--- src/rtl/sec_irq_pkg.sv ---
// Shared constants and types for the security interrupt status aggregator.
// Assumes a 32-bit data path and a word map that fits in ADDR_W byte bits.
package sec_irq_pkg;

    // Word indices of the register map (byte offset = index * 4)
    localparam int WI_PSTAT = 0;
    localparam int WI_PCLR  = 1;
    localparam int WI_PEN   = 2;
    localparam int WI_MSTAT = 3;
    localparam int WI_SSTAT = 4;
    localparam int WI_SCLR  = 5;
    localparam int WI_SEN   = 6;
    localparam int WI_BSTAT = 7;
    localparam int WI_BCLR  = 8;
    localparam int WI_BEN   = 9;

    // Fixed bit positions decoded by software
    localparam int APB_BIT  = 0;
    localparam int APBX_BIT = 4;
    localparam int AHBX_BIT = 20;
    localparam int HI_BIT   = 16;

    localparam logic [31:0] BRG_EN_MASK = 32'hFFFF_0000;

    typedef enum logic [1:0] {
        SZ_BYTE = 2'd0,
        SZ_HALF = 2'd1,
        SZ_WORD = 2'd2
    } acc_size_e;

    typedef struct packed {
        logic pen;
        logic pclr;
        logic sen;
        logic sclr;
        logic ben;
    } wr_strobe_t;

endpackage

--- src/rtl/sec_irq_regif.sv ---
// Register decoder: turns an access into per-register write strobes and
// multiplexes stored/live values onto the read bus.
// Assumes only aligned word writes are legal; reads ignore the low bits.
module sec_irq_regif
    import sec_irq_pkg::*;
#(
    parameter int ADDR_W = 6
) (
    input  logic [ADDR_W-1:0] addr,
    input  logic              we,
    input  logic [1:0]        size,
    input  logic [31:0]       pstat,
    input  logic [31:0]       pen,
    input  logic [31:0]       mstat,
    input  logic [31:0]       sstat,
    input  logic [31:0]       sen,
    input  logic [31:0]       ben,
    output wr_strobe_t        strobe,
    output logic [31:0]       rdata
);
    localparam int IDX_W = ADDR_W - 2;

    logic [IDX_W-1:0] word;
    logic             wr_ok;

    // Qualify the write: word size and word aligned only
    always_comb begin
        word  = addr[ADDR_W-1:2];
        wr_ok = we && (size == SZ_WORD) && (addr[1:0] == 2'b00);
    end

    // Decode the write strobes; status words never get one
    always_comb begin
        strobe      = '0;
        strobe.pen  = wr_ok && (word == IDX_W'(WI_PEN));
        strobe.pclr = wr_ok && (word == IDX_W'(WI_PCLR));
        strobe.sen  = wr_ok && (word == IDX_W'(WI_SEN));
        strobe.sclr = wr_ok && (word == IDX_W'(WI_SCLR));
        strobe.ben  = wr_ok && (word == IDX_W'(WI_BEN));
    end

    // Read multiplexer; clear words, bridge status and holes read zero
    always_comb begin
        rdata = '0;
        if (word == IDX_W'(WI_PSTAT)) rdata = pstat;
        if (word == IDX_W'(WI_PEN))   rdata = pen;
        if (word == IDX_W'(WI_MSTAT)) rdata = mstat;
        if (word == IDX_W'(WI_SSTAT)) rdata = sstat;
        if (word == IDX_W'(WI_SEN))   rdata = sen;
        if (word == IDX_W'(WI_BEN))   rdata = ben;
    end

endmodule

--- src/rtl/sec_irq_pchk_bank.sv ---
// Peripheral-checker bank: samples the three checker groups into a status
// word at fixed bit positions, holds the enable word and produces per-checker
// enable levels and one-cycle clear pulses.
// Assumes group counts fit their fields (APB <= 4, expansion <= 16 / 12).
module sec_irq_pchk_bank
    import sec_irq_pkg::*;
#(
    parameter int NUM_APB  = 2,
    parameter int NUM_APBX = 4,
    parameter int NUM_AHBX = 4
) (
    input  logic                clk,
    input  logic                rst_n,
    input  logic                wr_en,
    input  logic                wr_clr,
    input  logic [31:0]         wdata,
    input  logic [NUM_APB-1:0]  apb_st,
    input  logic [NUM_APBX-1:0] apbx_st,
    input  logic [NUM_AHBX-1:0] ahbx_st,
    output logic [31:0]         stat_q,
    output logic [31:0]         en_q,
    output logic [NUM_APB-1:0]  apb_en,
    output logic [NUM_APBX-1:0] apbx_en,
    output logic [NUM_AHBX-1:0] ahbx_en,
    output logic [NUM_APB-1:0]  apb_clr,
    output logic [NUM_APBX-1:0] apbx_clr,
    output logic [NUM_AHBX-1:0] ahbx_clr
);
    localparam logic [31:0] APB_M  = ((32'h1 << NUM_APB)  - 32'h1) << APB_BIT;
    localparam logic [31:0] APBX_M = ((32'h1 << NUM_APBX) - 32'h1) << APBX_BIT;
    localparam logic [31:0] AHBX_M = ((32'h1 << NUM_AHBX) - 32'h1) << AHBX_BIT;
    localparam logic [31:0] EN_MASK = APB_M | APBX_M | AHBX_M;

    logic [31:0]         stat_d;
    logic [NUM_APB-1:0]  apb_clr_q;
    logic [NUM_APBX-1:0] apbx_clr_q;
    logic [NUM_AHBX-1:0] ahbx_clr_q;

    // Scatter the group inputs onto their fixed status bits
    always_comb begin
        stat_d = '0;
        stat_d[APB_BIT  +: NUM_APB]  = apb_st;
        stat_d[APBX_BIT +: NUM_APBX] = apbx_st;
        stat_d[AHBX_BIT +: NUM_AHBX] = ahbx_st;
    end

    // Status sample register
    always_ff @(posedge clk) begin
        if (!rst_n) stat_q <= '0;
        else        stat_q <= stat_d;
    end

    // Enable register, masked to implemented checker bits
    always_ff @(posedge clk) begin
        if (!rst_n)     en_q <= '0;
        else if (wr_en) en_q <= wdata & EN_MASK;
    end

    // One-cycle clear pulses taken from the current status
    always_ff @(posedge clk) begin
        if (!rst_n || !wr_clr) begin
            apb_clr_q  <= '0;
            apbx_clr_q <= '0;
            ahbx_clr_q <= '0;
        end else begin
            apb_clr_q  <= stat_q[APB_BIT  +: NUM_APB];
            apbx_clr_q <= stat_q[APBX_BIT +: NUM_APBX];
            ahbx_clr_q <= stat_q[AHBX_BIT +: NUM_AHBX];
        end
    end

    // Per-checker fan-out of enable levels and clear pulses
    for (genvar i = 0; i < NUM_APB; i++) begin : g_apb
        assign apb_en[i]  = en_q[APB_BIT + i];
        assign apb_clr[i] = apb_clr_q[i];
    end
    for (genvar i = 0; i < NUM_APBX; i++) begin : g_apbx
        assign apbx_en[i]  = en_q[APBX_BIT + i];
        assign apbx_clr[i] = apbx_clr_q[i];
    end
    for (genvar i = 0; i < NUM_AHBX; i++) begin : g_ahbx
        assign ahbx_en[i]  = en_q[AHBX_BIT + i];
        assign ahbx_clr[i] = ahbx_clr_q[i];
    end

endmodule

--- src/rtl/sec_irq_msec_bank.sv ---
// Master-security bank: live status in the upper half-word, full-width enable
// register, combinational combined interrupt and one-cycle clear pulses.
// Assumes NUM_MSC <= 16.
module sec_irq_msec_bank
    import sec_irq_pkg::*;
#(
    parameter int NUM_MSC = 4
) (
    input  logic               clk,
    input  logic               rst_n,
    input  logic               wr_en,
    input  logic               wr_clr,
    input  logic [31:0]        wdata,
    input  logic [NUM_MSC-1:0] st_in,
    output logic [31:0]        stat,
    output logic [31:0]        en_q,
    output logic [NUM_MSC-1:0] clr,
    output logic               irq
);
    // Place live status inputs at bit n+16
    always_comb begin
        stat = '0;
        stat[HI_BIT +: NUM_MSC] = st_in;
    end

    // Enable register
    always_ff @(posedge clk) begin
        if (!rst_n)     en_q <= '0;
        else if (wr_en) en_q <= wdata;
    end

    // Clear pulses from the upper half of the written data
    always_ff @(posedge clk) begin
        if (!rst_n || !wr_clr) clr <= '0;
        else                   clr <= wdata[HI_BIT +: NUM_MSC];
    end

    // Combined interrupt, no register stage
    always_comb irq = |(stat & en_q);

endmodule

--- src/rtl/sec_irq_agg.sv ---
// Top of the security interrupt status aggregator. Wires the register
// decoder, the peripheral and master-security banks, the memory-checker
// status view and the bridge enable register.
// Assumes NUM_MPC and NUM_MPCX <= 16.
module sec_irq_agg
    import sec_irq_pkg::*;
#(
    parameter int ADDR_W   = 6,
    parameter int NUM_APB  = 2,
    parameter int NUM_APBX = 4,
    parameter int NUM_AHBX = 4,
    parameter int NUM_MPC  = 4,
    parameter int NUM_MPCX = 4,
    parameter int NUM_MSC  = 4
) (
    input  logic                clk,
    input  logic                rst_n,
    input  logic [ADDR_W-1:0]   reg_addr,
    input  logic [31:0]         reg_wdata,
    input  logic                reg_we,
    input  logic [1:0]          reg_size,
    output logic [31:0]         reg_rdata,
    input  logic [NUM_APB-1:0]  pchk_apb_st,
    input  logic [NUM_APBX-1:0] pchk_apbx_st,
    input  logic [NUM_AHBX-1:0] pchk_ahbx_st,
    output logic [NUM_APB-1:0]  pchk_apb_en,
    output logic [NUM_APBX-1:0] pchk_apbx_en,
    output logic [NUM_AHBX-1:0] pchk_ahbx_en,
    output logic [NUM_APB-1:0]  pchk_apb_clr,
    output logic [NUM_APBX-1:0] pchk_apbx_clr,
    output logic [NUM_AHBX-1:0] pchk_ahbx_clr,
    input  logic [NUM_MPC-1:0]  mchk_int_st,
    input  logic [NUM_MPCX-1:0] mchk_exp_st,
    input  logic [NUM_MSC-1:0]  msec_st,
    output logic [NUM_MSC-1:0]  msec_clr,
    output logic                msec_irq
);
    wr_strobe_t  strobe;
    logic [31:0] pstat, pen, mstat, sstat, sen, ben_q;

    sec_irq_regif #(.ADDR_W(ADDR_W)) u_regif (
        .addr   (reg_addr),
        .we     (reg_we),
        .size   (reg_size),
        .pstat  (pstat),
        .pen    (pen),
        .mstat  (mstat),
        .sstat  (sstat),
        .sen    (sen),
        .ben    (ben_q),
        .strobe (strobe),
        .rdata  (reg_rdata)
    );

    sec_irq_pchk_bank #(
        .NUM_APB(NUM_APB), .NUM_APBX(NUM_APBX), .NUM_AHBX(NUM_AHBX)
    ) u_pchk (
        .clk      (clk),
        .rst_n    (rst_n),
        .wr_en    (strobe.pen),
        .wr_clr   (strobe.pclr),
        .wdata    (reg_wdata),
        .apb_st   (pchk_apb_st),
        .apbx_st  (pchk_apbx_st),
        .ahbx_st  (pchk_ahbx_st),
        .stat_q   (pstat),
        .en_q     (pen),
        .apb_en   (pchk_apb_en),
        .apbx_en  (pchk_apbx_en),
        .ahbx_en  (pchk_ahbx_en),
        .apb_clr  (pchk_apb_clr),
        .apbx_clr (pchk_apbx_clr),
        .ahbx_clr (pchk_ahbx_clr)
    );

    sec_irq_msec_bank #(.NUM_MSC(NUM_MSC)) u_msec (
        .clk    (clk),
        .rst_n  (rst_n),
        .wr_en  (strobe.sen),
        .wr_clr (strobe.sclr),
        .wdata  (reg_wdata),
        .st_in  (msec_st),
        .stat   (sstat),
        .en_q   (sen),
        .clr    (msec_clr),
        .irq    (msec_irq)
    );

    // Memory-checker status view: internal at bit n, expansion at n+16
    always_comb begin
        mstat = '0;
        mstat[0      +: NUM_MPC]  = mchk_int_st;
        mstat[HI_BIT +: NUM_MPCX] = mchk_exp_st;
    end

    // Bridge enable register, upper half only; strobe.ben covers 0x24
    always_ff @(posedge clk) begin
        if (!rst_n)          ben_q <= '0;
        else if (strobe.ben) ben_q <= reg_wdata & BRG_EN_MASK;
    end

endmodule

--- config.mk ---
export PLATFORM = sky130hd
export DESIGN_NAME = sec_irq_agg
export DESIGN_NICKNAME = d
export VERILOG_FILES = /design/src/rtl/sec_irq_pkg.sv /design/src/rtl/sec_irq_regif.sv /design/src/rtl/sec_irq_pchk_bank.sv /design/src/rtl/sec_irq_msec_bank.sv /design/src/rtl/sec_irq_agg.sv
export SDC_FILE = /design/constraint.sdc
export NUM_CORES = 1
export LEC_CHECK = 0
export BUFFER_PORTS_ARGS = -buffer_cell sky130_fd_sc_hd__buf_2
export CORE_MARGIN = 2
export CORE_UTILIZATION = 59
export DETAILED_ROUTE_END_ITERATION = 10
export PLACE_DENSITY = 0.86
export SLEW_MARGIN = 5
export SYNTH_ARGS = -nofsm -noshare
export SYNTH_HDL_FRONTEND = slang
export SYNTH_HIERARCHICAL = 1
export SYNTH_SLANG_ARGS = --single-unit
--- constraint.sdc ---
create_clock -name clk -period 4.75 [get_ports clk]
set_input_delay 0.2375 -clock clk [delete_from_list [all_inputs] [get_ports clk]]
set_output_delay 0.2375 -clock clk [all_outputs]
set_load 0.05 [all_outputs]
==> results.py <==
metrics = {
    "worst_setup_path": {
        "slowest_stage": "nor2_2",
        "crit_required_ns": 5.01,
        "worst_setup_path_end_kind": "register",
        "crit_family": "simple AND/OR/NAND/NOR gates",
        "path_class": "primary input to register",
        "cp.arrival_ns": 3.18,
        "start_kind": "primary input",
        "critPathBufInv": 1,
        "cp_max_fo": 131,
        "slowest_delay_ns": 1.16,
        "cp_cell_sequence": "buf_4 > nand4bb_4 > nor2_2 > mux2i_1 > nor2b_1",
    },
    "finish": {
        "num_antenna_cells": 0,
        "utilization_pct": 65.41,
        "final_nets": 776,
        "drive_above_1_share_pct": 20.53,
        "areaGrowthSynthToFinish_pct": 7.283,
        "fin_cells": 824,
        "stdcell_area_sq_um": 5732,
    },
    "grt": {
        "grt_max_degree": 132,
        "grt_usage_pct": 24.73,
        "grt_first_pass_wirelength_mm": 19.69,
        "grt_overflow_total": 0,
        "antenna_found_initial": 0,
        "first_global_vias": 4070,
    },
    "yosys": {
        "netlist_area_sq_um": 5343,
        "synth_ff_type": "dfxtp_1",
        "ys_warn_count": 6,
        "synthArstFlopShare_pct": 0,
        "syn_area_per_cell_sq_um": 8.758,
        "yosysUniqueCellTypes": 29,
        "synth_edf_count": 0,
        "synthCells": 610,
        "ys_ff_latch": 82,
        "ys_seq_area_share_pct": 30.73,
    },
    "power_and_ir_drop": {
        "vdd_drop_max_uv": 174.2,
        "p_clk_share_pct": 35.2,
        "combPwrFrac_pct": 19.4,
        "netSwitchingFraction_pct": 31.68,
        "power_density_nw_per_um2": 266.9,
        "p_total_mw": 1.530,
        "p_int_mw": 1.045,
        "seq_power_share_pct": 45.4,
        "leakagePower_nw": 2.350,
        "power.switching_mw": 0.4848,
    },
    "sta": {
        "worstMarginPinSlew_ns": 1.343,
        "finalSetupViolations": 0,
        "post-route-min-period_ns": 2.921,
        "finalSetupTns_ns": 0,
        "slew_violations": 0,
        "final.setup_skew_ns": 0.006373,
        "hold_ws_ns": 0.08369,
        "fin_crit_sh_pct": 61.49,
        "max_clock_freq_mhz": 342.3,
        "slew_headroom_pct": 10.45,
        "hold_viol_final": 0,
        "setup_ws_ns": 1.829,
        "rsz0062_at_grt": "false",
    },
    "route": {
        "drtAntennaViolNets": 0,
        "viasPerCell": 5.294,
        "avgRoutedWirePerCell_microns": 14.99,
        "wirelength_mm": 12.35,
        "drc": 0,
        "num_vias": 4362,
        "drtPass1Iterations": 5,
        "dr.first_iter.drc_count": 286,
    },
    "placement": {
        "hpwl_mm": 8.317,
        "io_buffers": 121,
        "gp_congestion": 0.8005,
        "dp_slack_ns": 1.484,
        "placed_area_sq_um": 5522,
        "dp_cells": 808,
    },
    "outcome": {
        "status": "complete, no violations",
    },
    "die": {
        "floorplan.initialDensity_pct": 60.97,
        "dieArea_sq_um": 9833,
        "num_io_pins": 122,
        "die_w_microns": 99.16,
        "core_region_area_sq_um": 8763,
        "fp-row-count": 34,
        "die_height_microns": 99.16,
    },
    "clock_tree": {
        "post_cts_resized": 0,
        "cts_root_buf": "clkbuf_8",
        "cts-buffers-inserted": 9,
        "cts_buffer_depth": 2,
        "clkLatencyLatePin_ns": 0.35,
        "h-tree-depth": 3,
        "clock-sinks": 82,
        "tritoncts": "built",
        "clk_pin_slew_ns": 0.09,
        "cts.hold.buffers_added": 0,
        "cts_setup_buffers": 0,
    },
    "worst_hold_path": {
        "hold_class": "primary input to register",
    },
    "flow_run": {
        "maxCapViolations": 0,
    },
}
==> final timing paths <==
path	start	to	slack (ns)	depth (start not counted)
setup / recovery	reg_addr[3]	ben_q[29]	1.83	5
hold / removal	pchk_apbx_st[2]	u_pchk/stat_q[6]	0.08	2
setup reg to reg	u_pchk/en_q[20]	u_pchk/en_q[20]	4.04	2
hold reg to reg	u_pchk/stat_q[5]	u_pchk/apbx_clr[1]	0.50	1
==> worst register-to-register path, cell delays in order (launching register included) <==
cell	delay [ns]
dfxtp_1	0.41
mux2i_1	0.10
nor2b_1	0.14
==> cell type report <==
| type | count | area, sq um |
|---|---|---|
| sequential | 82 | 1642 |
| fill | 741 | 3032 |
| clock inverter | 6 | 72.57 |
| clock buffer | 10 | 137.6 |
| inverter | 2 | 7.507 |
| multi-input combinational | 491 | 3099 |
| tap | 108 | 135.1 |
| timing repair buffer | 125 | 638.1 |
==> power groups by stage <==
stage               sequential, mW  combinational, mW  clock [mW]
finish                       0.695              0.297       0.538
floorplan                    0.710              0.264           0
global placement             0.711              0.286           0
global route                 0.696              0.320       0.574
detailed placement           0.711              0.292           0
CTS                          0.695              0.293       0.552
==> placed cells by master, fill, tap and decap left out <==
cell	synthesis	layout
o21ai_0	61	61
conb_1	3	112
nand4bb_4	0	1
clkinv_4	0	2
nor2b_1	58	58
nor2_1	34	32
clkbuf_8	0	10
and3_1	14	14
o21ai_1	3	3
nor3_1	1	1
inv_1	2	2
mux2i_1	58	58
nand4bb_2	0	1
or2_1	1	1
a22oi_1	2	2
a2111o_1	32	32
nor3b_1	32	32
buf_2	10	120
or4_1	1	1
buf_4	90	5
o22ai_1	32	32
a31oi_1	32	32
nor2_4	0	1
nor4_2	0	1
bufinv_16	0	1
inv_6	0	1
and2_1	10	10
nand2_1	3	3
dfxtp_1	82	82
nor4_1	2	1
clkinv_2	0	1
nor2_2	0	1
nor3b_4	0	1
inv_8	0	1
==> per-layer routing <==
metal / GRT usage (%) / vias up / part of all wire, %
met4: 8.219 / 0 / 2.2
met2: 40.23 / 142 / 48
met1: 33.07 / 1996 / 44
li1: - / 2200 / -
met5: 0 / - / 0
met3: 4.919 / 24 / 6.1
==> kinds of logic (layout without fill, tap and decap cells) <==
group	Yosys count	in the layout	share of synthesized area, %
buffers and inverters	146	143	19.74
flip-flops	82	82	30.73
multiplexers	58	58	10.87
AND/OR/NAND/NOR	159	159	17.94
AO/OA/AOI/OAI	162	162	20.52
other	3	112	0.2108
==> synthesized netlist by cell type (all sizes together), types with 2 or more instances <==
cell,count,area [sq um]
a2111o,32,360.4
a22oi,2,15.01
a31oi,32,200.2
and2,10,62.56
and3,14,87.58
buf,117,944.7
clkbuf,27,102.6
conb,3,11.26
dfxtp,82,1642
inv,2,7.510
mux2i,58,580.6
nand2,3,11.26
nand4bb,2,22.52
nor2,34,127.6
nor2b,58,362.9
nor3b,33,252.7
nor4,2,12.51
o21ai,64,320.3
o22ai,32,200.2
==> sequential cells by signal, indices dropped and copies added (netlist names) <==
signal,cells
u_pchk/apb_clr,2
u_pchk/en_q,10
u_pchk/ahbx_clr,4
u_msec/clr,4
ben_q,16
u_msec/en_q,32
u_pchk/stat_q,10
u_pchk/apbx_clr,4
(Power assumes the default switching activity.)
